===== config.mk =====
export PLATFORM = sky130hd
export DESIGN_NAME = dword_window
export DESIGN_NICKNAME = d
export VERILOG_FILES = /design/src/rtl/dwin_pkg.sv /design/src/rtl/dwin_merge.sv /design/src/rtl/dwin_cap_regs.sv /design/src/rtl/dwin_fsm.sv /design/src/rtl/dword_window.sv
export SDC_FILE = /design/constraint.sdc
export NUM_CORES = 1
export LEC_CHECK = 0
export ABC_AREA = 1
export BUFFER_PORTS_ARGS = -buffer_cell sky130_fd_sc_hd__buf_2
export CORE_UTILIZATION = 44
export DETAILED_ROUTE_END_ITERATION = 10
export MAX_ROUTING_LAYER = met4
export PLACE_DENSITY = 0.82
export SETUP_SLACK_MARGIN = 0.1
export SYNTH_ARGS = -nofsm -noshare
export SYNTH_HDL_FRONTEND = slang
export SYNTH_SLANG_ARGS = --single-unit
export TNS_END_PERCENT = 1

===== constraint.sdc =====
create_clock -name clk -period 1.4 [get_ports clk]
set_clock_uncertainty 0.15 [all_clocks]
set_input_delay 0.21 -clock clk [delete_from_list [all_inputs] [get_ports clk]]
set_output_delay 0.21 -clock clk [all_outputs]
set_load 0.005 [all_outputs]

===== src/rtl/dwin_pkg.sv =====
package dwin_pkg;

    localparam int DWORD_W = 32;
    localparam int LANES   = DWORD_W / 8;

    typedef enum logic [1:0] {
        ST_IDLE   = 2'd0,
        ST_APPLY  = 2'd1,
        ST_RELOAD = 2'd2
    } win_state_e;

    // One byte lane of the masked merge: plain writes first, then W1C clear.
    function automatic logic [7:0] merge_lane(
        input logic [7:0] old_b,
        input logic [7:0] val_b,
        input logic [7:0] wm_b,
        input logic [7:0] w1c_b
    );
        logic [7:0] t;
        t = (old_b & ~wm_b) | (val_b & wm_b);
        return t & ~(val_b & w1c_b);
    endfunction

endpackage


===== src/rtl/dwin_merge.sv =====
module dwin_merge
    import dwin_pkg::*;
#(
    parameter int NLANES = LANES
) (
    input  logic [NLANES*8-1:0] old_i,
    input  logic [NLANES*8-1:0] val_i,
    input  logic [NLANES*8-1:0] wmask_i,
    input  logic [NLANES*8-1:0] w1c_i,
    output logic [NLANES*8-1:0] merged_o
);

    for (genvar g = 0; g < NLANES; g++) begin : g_lane
        assign merged_o[g*8 +: 8] = merge_lane(old_i[g*8 +: 8], val_i[g*8 +: 8],
                                               wmask_i[g*8 +: 8], w1c_i[g*8 +: 8]);
    end

endmodule


===== src/rtl/dwin_cap_regs.sv =====
module dwin_cap_regs
    import dwin_pkg::*;
#(
    parameter int SEL_W = 8
) (
    input  logic               clk,
    input  logic               rst_n,
    input  logic               hdr_wr,
    input  logic               dat_wr,
    input  logic [LANES-1:0]   be,
    input  logic [DWORD_W-1:0] wdata,
    input  logic               load_en,
    input  logic [DWORD_W-1:0] load_val,
    output logic [SEL_W-1:0]   sel_q,
    output logic [DWORD_W-1:0] data_q
);

    always_ff @(posedge clk) begin
        if (!rst_n) begin
            sel_q <= '0;
        end else if (hdr_wr && be[2]) begin
            sel_q <= wdata[16 +: SEL_W];
        end
    end

    for (genvar g = 0; g < LANES; g++) begin : g_data_lane
        always_ff @(posedge clk) begin
            if (!rst_n) begin
                data_q[g*8 +: 8] <= '0;
            end else if (dat_wr && be[g]) begin
                data_q[g*8 +: 8] <= wdata[g*8 +: 8];
            end else if (load_en) begin
                data_q[g*8 +: 8] <= load_val[g*8 +: 8];
            end
        end
    end

    // the data word moves only on a data write or a reload.
    assert_data_hold_R3: assert property (@(posedge clk) disable iff (!rst_n)
        (!dat_wr && !load_en) |=> $stable(data_q));

    // the selector moves only on a header write that enables byte 2.
    assert_sel_hold_R8: assert property (@(posedge clk) disable iff (!rst_n)
        !(hdr_wr && be[2]) |=> $stable(sel_q));

endmodule


===== src/rtl/dwin_fsm.sv =====
module dwin_fsm
    import dwin_pkg::*;
(
    input  logic       clk,
    input  logic       rst_n,
    input  logic       cap_wr,
    input  logic       dat_hit,
    input  logic       in_range,
    output logic       fwd_wr,
    output logic       reload_en,
    output win_state_e state_o
);

    win_state_e state_q, state_d;

    always_ff @(posedge clk) begin
        if (!rst_n) state_q <= ST_IDLE;
        else        state_q <= state_d;
    end

    always_comb begin
        state_d = state_q;
        unique case (state_q)
            ST_IDLE: begin
                if (cap_wr) state_d = dat_hit ? ST_APPLY : ST_RELOAD;
            end
            ST_APPLY:  state_d = ST_RELOAD;
            ST_RELOAD: state_d = ST_IDLE;
            default:   state_d = ST_IDLE;
        endcase
    end

    always_comb begin
        fwd_wr    = 1'b0;
        reload_en = 1'b0;
        unique case (state_q)
            ST_IDLE:   ;
            ST_APPLY:  fwd_wr    = in_range;
            ST_RELOAD: reload_en = 1'b1;
            default:   ;
        endcase
    end

    assign state_o = state_q;

    // configuration writes are only accepted while idle (input assumption).
    assert_wr_when_idle_R9: assert property (@(posedge clk) disable iff (!rst_n)
        cap_wr |-> state_q == ST_IDLE);

    // a forward is always followed by a reload.
    assert_fwd_then_reload_R6: assert property (@(posedge clk) disable iff (!rst_n)
        fwd_wr |=> reload_en);

endmodule


===== src/rtl/dword_window.sv =====
module dword_window
    import dwin_pkg::*;
#(
    parameter int          SEL_W    = 8,
    parameter int          RS_BYTES = 32,
    parameter logic [7:0]  CAP_ID   = 8'h0C,
    parameter logic [7:0]  NEXT_PTR = 8'h00
) (
    input  logic               clk,
    input  logic               rst_n,
    input  logic               cfg_wr,
    input  logic               cfg_rd,
    input  logic               cfg_addr,
    input  logic [3:0]         cfg_be,
    input  logic [31:0]        cfg_wdata,
    output logic [31:0]        cfg_rdata,
    output logic [SEL_W+1:0]   rs_addr,
    output logic               rs_wr,
    output logic [31:0]        rs_wdata,
    input  logic [31:0]        rs_rdata,
    input  logic [31:0]        rs_wmask,
    input  logic [31:0]        rs_w1cmask,
    output logic [31:0]        win_data
);

    localparam int RS_DWORDS = RS_BYTES / 4;

    logic [SEL_W-1:0]   sel_q;
    logic [DWORD_W-1:0] data_q;
    logic               hdr_wr, dat_wr, dat_hit, in_range;
    logic               fwd_wr, reload_en;
    logic [DWORD_W-1:0] load_val;
    logic [DWORD_W-1:0] merged;
    win_state_e         state;

    assign hdr_wr   = cfg_wr && !cfg_addr;
    assign dat_wr   = cfg_wr &&  cfg_addr;
    assign dat_hit  = dat_wr && (|cfg_be);
    assign in_range = (int'(sel_q) < RS_DWORDS);
    assign load_val = in_range ? rs_rdata : '0;

    dwin_cap_regs #(.SEL_W(SEL_W)) u_regs (
        .clk      (clk),
        .rst_n    (rst_n),
        .hdr_wr   (hdr_wr),
        .dat_wr   (dat_wr),
        .be       (cfg_be),
        .wdata    (cfg_wdata),
        .load_en  (reload_en),
        .load_val (load_val),
        .sel_q    (sel_q),
        .data_q   (data_q)
    );

    dwin_fsm u_fsm (
        .clk       (clk),
        .rst_n     (rst_n),
        .cap_wr    (cfg_wr),
        .dat_hit   (dat_hit),
        .in_range  (in_range),
        .fwd_wr    (fwd_wr),
        .reload_en (reload_en),
        .state_o   (state)
    );

    dwin_merge #(.NLANES(LANES)) u_merge (
        .old_i    (rs_rdata),
        .val_i    (data_q),
        .wmask_i  (rs_wmask),
        .w1c_i    (rs_w1cmask),
        .merged_o (merged)
    );

    assign rs_addr  = {sel_q, 2'b00};
    assign rs_wr    = fwd_wr;
    assign rs_wdata = merged;
    assign win_data = data_q;

    always_ff @(posedge clk) begin
        if (!rst_n) begin
            cfg_rdata <= '0;
        end else if (cfg_rd) begin
            cfg_rdata <= cfg_addr ? data_q
                                  : {8'h00, {(8-SEL_W){1'b0}}, sel_q, NEXT_PTR, CAP_ID};
        end
    end

    // no register-space write ever targets an unimplemented address.
    assert_fwd_in_range_R7: assert property (@(posedge clk) disable iff (!rst_n)
        rs_wr |-> (int'(rs_addr) < RS_BYTES));

    // every register-space write is caused by a data-word write one cycle earlier.
    assert_fwd_cause_R4: assert property (@(posedge clk) disable iff (!rst_n)
        rs_wr |-> $past(cfg_wr && cfg_addr && (|cfg_be)));

    // reloading through an out-of-range selector mirrors zero.
    assert_oob_zero_R7: assert property (@(posedge clk) disable iff (!rst_n)
        (reload_en && !in_range) |=> win_data == '0);

    // a write without data-byte enables leads straight to reload, never to a forward.
    assert_no_fwd_R10: assert property (@(posedge clk) disable iff (!rst_n)
        (cfg_wr && !dat_hit) |=> (state == ST_RELOAD && !rs_wr));

endmodule


Word level (Yosys, flattened, before mapping) --
Cells that the tools add are included.
Storage, ports and cells: bits in registers 74, bits in latches 0, RAM bits 0, memory bits (read-only) 0, output and inout port bits 107, logic and storage cells 69, memories 0
Operators by class: add/sub/neg operators 0, multipliers 0, div/mod/pow operators 0, magnitude comparators 1, equality and inequality tests 3, shift operators 0, muxes and demuxes 15, bitwise logic cells 28, reduce and logical (&&, ||, !) cells 15
Operators by type and width (number):
- 8-bit bitwise AND | 16
- 32-bit two-way mux | 2
- 8-bit two-way mux | 8
- 8-bit NOT | 8
- 8-bit bitwise OR | 4
- 1-bit logical AND | 8
- 8-bit by 4-bit < comparator with 1-bit output, second input constant | 1
- 2-bit nonzero test | 4
- 2-bit two-way mux | 2
- 2-bit one-hot mux with 2 select lines | 1
- 4-bit OR reduction | 1
- 2-bit by 1-bit equality test with 1-bit output, second input constant | 1
- 2-bit equality test, second input constant | 1
- 2-bit logical NOT | 1
- 1-bit two-way mux | 2
- 2-bit != test, second input constant | 1
- 1-bit logical NOT | 1

Depth between registers and ports, before layout --
depth in word-level cells 5, depth in mapped cells 9, depth with buffers taken out 7

By module --
A second synthesis with hierarchy kept.
Second synthesis, totals: cells, all modules 753, area, all modules 4461.8 um^2
By module, submodules not included:
- dwin_cap_regs | times used 1, cells each 318, area an instance 2087.0 um^2
- dword_window | times used 1, cells each 259, area an instance 1641.6 um^2
- dwin_merge | times used 1, cells each 160, area an instance 640.6 um^2
- dwin_fsm | times used 1, cells each 16, area an instance 92.6 um^2

Worst setup path before layout --
No wires, ideal clock.
kind register -> output, from reg u_regs.sel_q[5], to out rs_wr, arrival time 1.004 ns, path slack 0.036 ns, cell stages (with the launch flop) 5, path buffers 1, cells stage by stage dfxtp_1 -> nor2_1 -> nand3_2 -> buf_2 -> nor3_1
Between the ends: word-level cells in the longest chain between the ends 2
RTL lines:
- start: declaration | RTL line dwin_cap_regs.sv:14 | output logic [SEL_W-1:0] sel_q,
- start signal: assignment | RTL line dwin_cap_regs.sv:22 | sel_q <= wdata[16 +: SEL_W];
- 8-bit by 4-bit < comparator with 1-bit output | RTL line dword_window.sv:39 | assign in_range = (int'(sel_q) < RS_DWORDS);
- 1-bit two-way mux | RTL line dwin_fsm.sv:36 | unique case (state_q)
- end: declaration | RTL line dword_window.sv:18 | output logic rs_wr,
Every way passes these cells.

Final worst setup path --
Ends and elaborated chain as after synthesis.

==> flow_metrics.py <==
metrics = {
    "run_status": {
        "status": "finished with violations",
        "violations": "negative setup slack",
    },
    "grt": {
        "antenna_found_initial": 0,
        "grt_max_degree": 32,
        "gr-total-overflow": 0,
        "grt_pass1_wl_um": 21900,
        "grt_use_total_pct": 29.74,
        "grt_pass1_vias": 4461,
    },
    "cts": {
        "cts_tree": "yes",
        "h-tree-depth": 3,
        "cts-root-buf": "clkbuf_8",
        "clk_pin_slew_ns": 0.08,
        "cts.sinks": 74,
        "clockBufferDepth": 2,
        "cts_made_buffers": 9,
        "insertion_delay_ns": 0.35,
    },
    "detailed_routing": {
        "first_iter_violations": 155,
        "avgRoutedWirePerCell_um": 14.29,
        "drc": 0,
        "vias": 4950,
        "ant_nets": 0,
        "wl_um": 13780,
        "drtPass1Iterations": 4,
        "avgViaCountPerCell": 5.135,
    },
    "timing": {
        "rsz0062_at_grt": "true",
        "maxSlewViolCount": 0,
        "setup_slack_ns": -0.1492,
        "hold_viol_final": 0,
        "clock.fmax_mhz": 645.5,
        "period_minus_slack_ns": 1.549,
        "finalSetupTns_ns": -1.001,
        "setup_viol": 40,
        "min_period_over_period_pct": 110.7,
    },
    "setup_path": {
        "cp_top_family": "flip-flops",
        "crit_path_start_kind": "register",
        "cp_slowest_cell": "dfxtp_4",
        "cp_max_fo": 2,
        "cp.required_ns": 1.04,
        "arrival_ns": 1.19,
        "worst-path-buf-inv": 1,
        "path_class": "register to primary output",
        "crit_chain": "nor2_4 > nand3_2 > nor3_2 > buf_2",
        "cpPeakStageDelay_ns": 0.36,
        "worst_setup_path_end_kind": "primary output",
    },
    "die": {
        "initial_core_util_pct": 45.62,
        "dieArea_um2": 9427,
        "ios": 244,
        "core_um2": 8721,
        "rows": 34,
        "die_y_um": 97.10,
        "die_w_um": 97.10,
    },
    "synthesis": {
        "synth_top_area_share_pct": 37.23,
        "syn_avg_cell_area_um2": 6.790,
        "yosysSeqAreaShare_pct": 37.23,
        "synthFlopType": "dfxtp_1",
        "yosys_warnings": 0,
        "synth_edf_count": 0,
        "synth_most_common_cell": "nand2_1",
        "syn_inst": 586,
        "synth.distinct_cells": 26,
        "synth_common_cells": "nand2_1, a21oi_1, dfxtp_1, nor2_1, nand3_1",
        "async_flop_share_pct": 0,
        "synth.area.top_cells": "dfxtp_1, nand2_1, a21oi_1",
        "yosysTopAreaCell": "dfxtp_1",
        "ys_seq_elements": 74,
        "synth_area_um2": 3979,
    },
    "placed_design": {
        "place.gp.congestion": 0.9271,
        "place_ws_ns": 0.06660,
        "port_buffers": 241,
        "dp_hpwl_um": 10260,
        "dp.cells": 936,
    },
    "layout": {
        "drive_gt1_share_pct": 42.52,
        "syn_to_final_growth_pct": 51.04,
        "diodes": 0,
        "instances_no_fill": 964,
        "nNetsFinal": 988,
    },
    "hold_path": {
        "holdCritPathClass": "primary input to register",
    },
    "pwr": {
        "cellPowerDensity_nw_per_um2": 932.7,
        "peakVddDrop_uv": 541.4,
        "power.leakage_nw": 3.221,
    },
    "job": {
        "max-cap-violations": 0,
    },
}
## logic make-up (layout without fill, tap and decap cells)
logic type / Yosys count / in the layout / share of synthesized area (%)
and+or+nand+nor: 297 / 297 / 32.26
buffers and inverters: 82 / 351 / 9.591
AOI/OAI and AO/OA: 103 / 103 / 13.52
other: 1 / 2 / 0.09425
DFF: 74 / 74 / 37.23
muxes: 29 / 29 / 7.296
## layer usage
| layer | track usage, % | part of all wire (%) | vias up |
|---|---|---|---|
| met5 | - | 0 | - |
| met4 | 10.56 | 1.9 | 0 |
| met3 | 4.173 | 5.9 | 27 |
| met2 | 52.49 | 52 | 226 |
| met1 | 34.36 | 41 | 2268 |
| li1 | - | - | 2429 |
## through the flow
step           instance area [um2]  util (%)  hold WS, ns  power (mW)
5_1_grt                       6010     68.91      0.02868       5.898
6_report                      6010     68.91      0.02395       5.605
3_5_place_dp                  5464     62.65       0.3006       3.635
3_3_place_gp                  5464     62.65       0.2981       3.616
2_1_floorplan                 3993         -       0.2246       2.990
4_1_cts                       5913     67.80     0.008022       5.594
## power breakdown
part           switching (mW)  leakage, nW  internal (mW)
logic                   0.695         2.48          0.656
clock network           0.811        0.117           1.10
registers               0.126        0.627           2.21
## registers in the layout (all words and copies together) (netlist names)
name / count
cfg_rdata: 32
u_fsm.state_o: 2
u_regs.data_q: 32
u_regs.sel_q: 8
## final cells by class
class                   instances  area [um2]
fillers                       759        2711
multi-input cells             431        2191
repair buffers                280        1652
flip-flops and latches         74        1592
inverters                      55       211.5
clock buffers                  12       155.1
well taps                     108       135.1
clock inverters                 4       73.82
## timing repair
item                                   4_1_cts  5_1_grt
endpoints found under the hold margin        6        0
resized for setup                           68       24
setup buffers                                3        3
hold buffers                                 6        0
setup endpoints to repair                   53       70
pin swaps                                    6        6
## tightest hold or removal path, cell delays in order
cell     delay (ns)
buf_2          0.08
nand2_1        0.04
nand2_1        0.06
nor2_1         0.04
nor2_1         0.06
## cell usage in the layout, fill, tap and decap left out, drive strengths merged
master	Yosys	layout
o21ai	20	20
inv	55	55
conb	1	2
dlygate4sd3	0	6
mux2i	29	29
a21oi	74	74
nor3	2	2
o211ai	9	9
dfxtp	74	74
nor2	76	76
buf	22	274
clkinv	0	2
nand2	158	158
clkbuf	5	12
nand3	61	61
bufinv	0	2
## final timing paths
path         depth (start not counted)                          from  slack (ns)                             to
max                                  4  u_regs.sel_q[5]$_SDFFE_PN0P_       -0.15                          rs_wr
min reg2reg                          2    cfg_rdata[30]$_SDFFE_PN0P_        0.31     cfg_rdata[30]$_SDFFE_PN0P_
max reg2reg                          8  u_regs.sel_q[5]$_SDFFE_PN0P_       -0.08  u_regs.data_q[5]$_SDFFE_PN0P_
min                                  5                  cfg_wdata[6]        0.02  u_regs.data_q[6]$_SDFFE_PN0P_
Note: power is estimated with default switching activity, not from simulation.
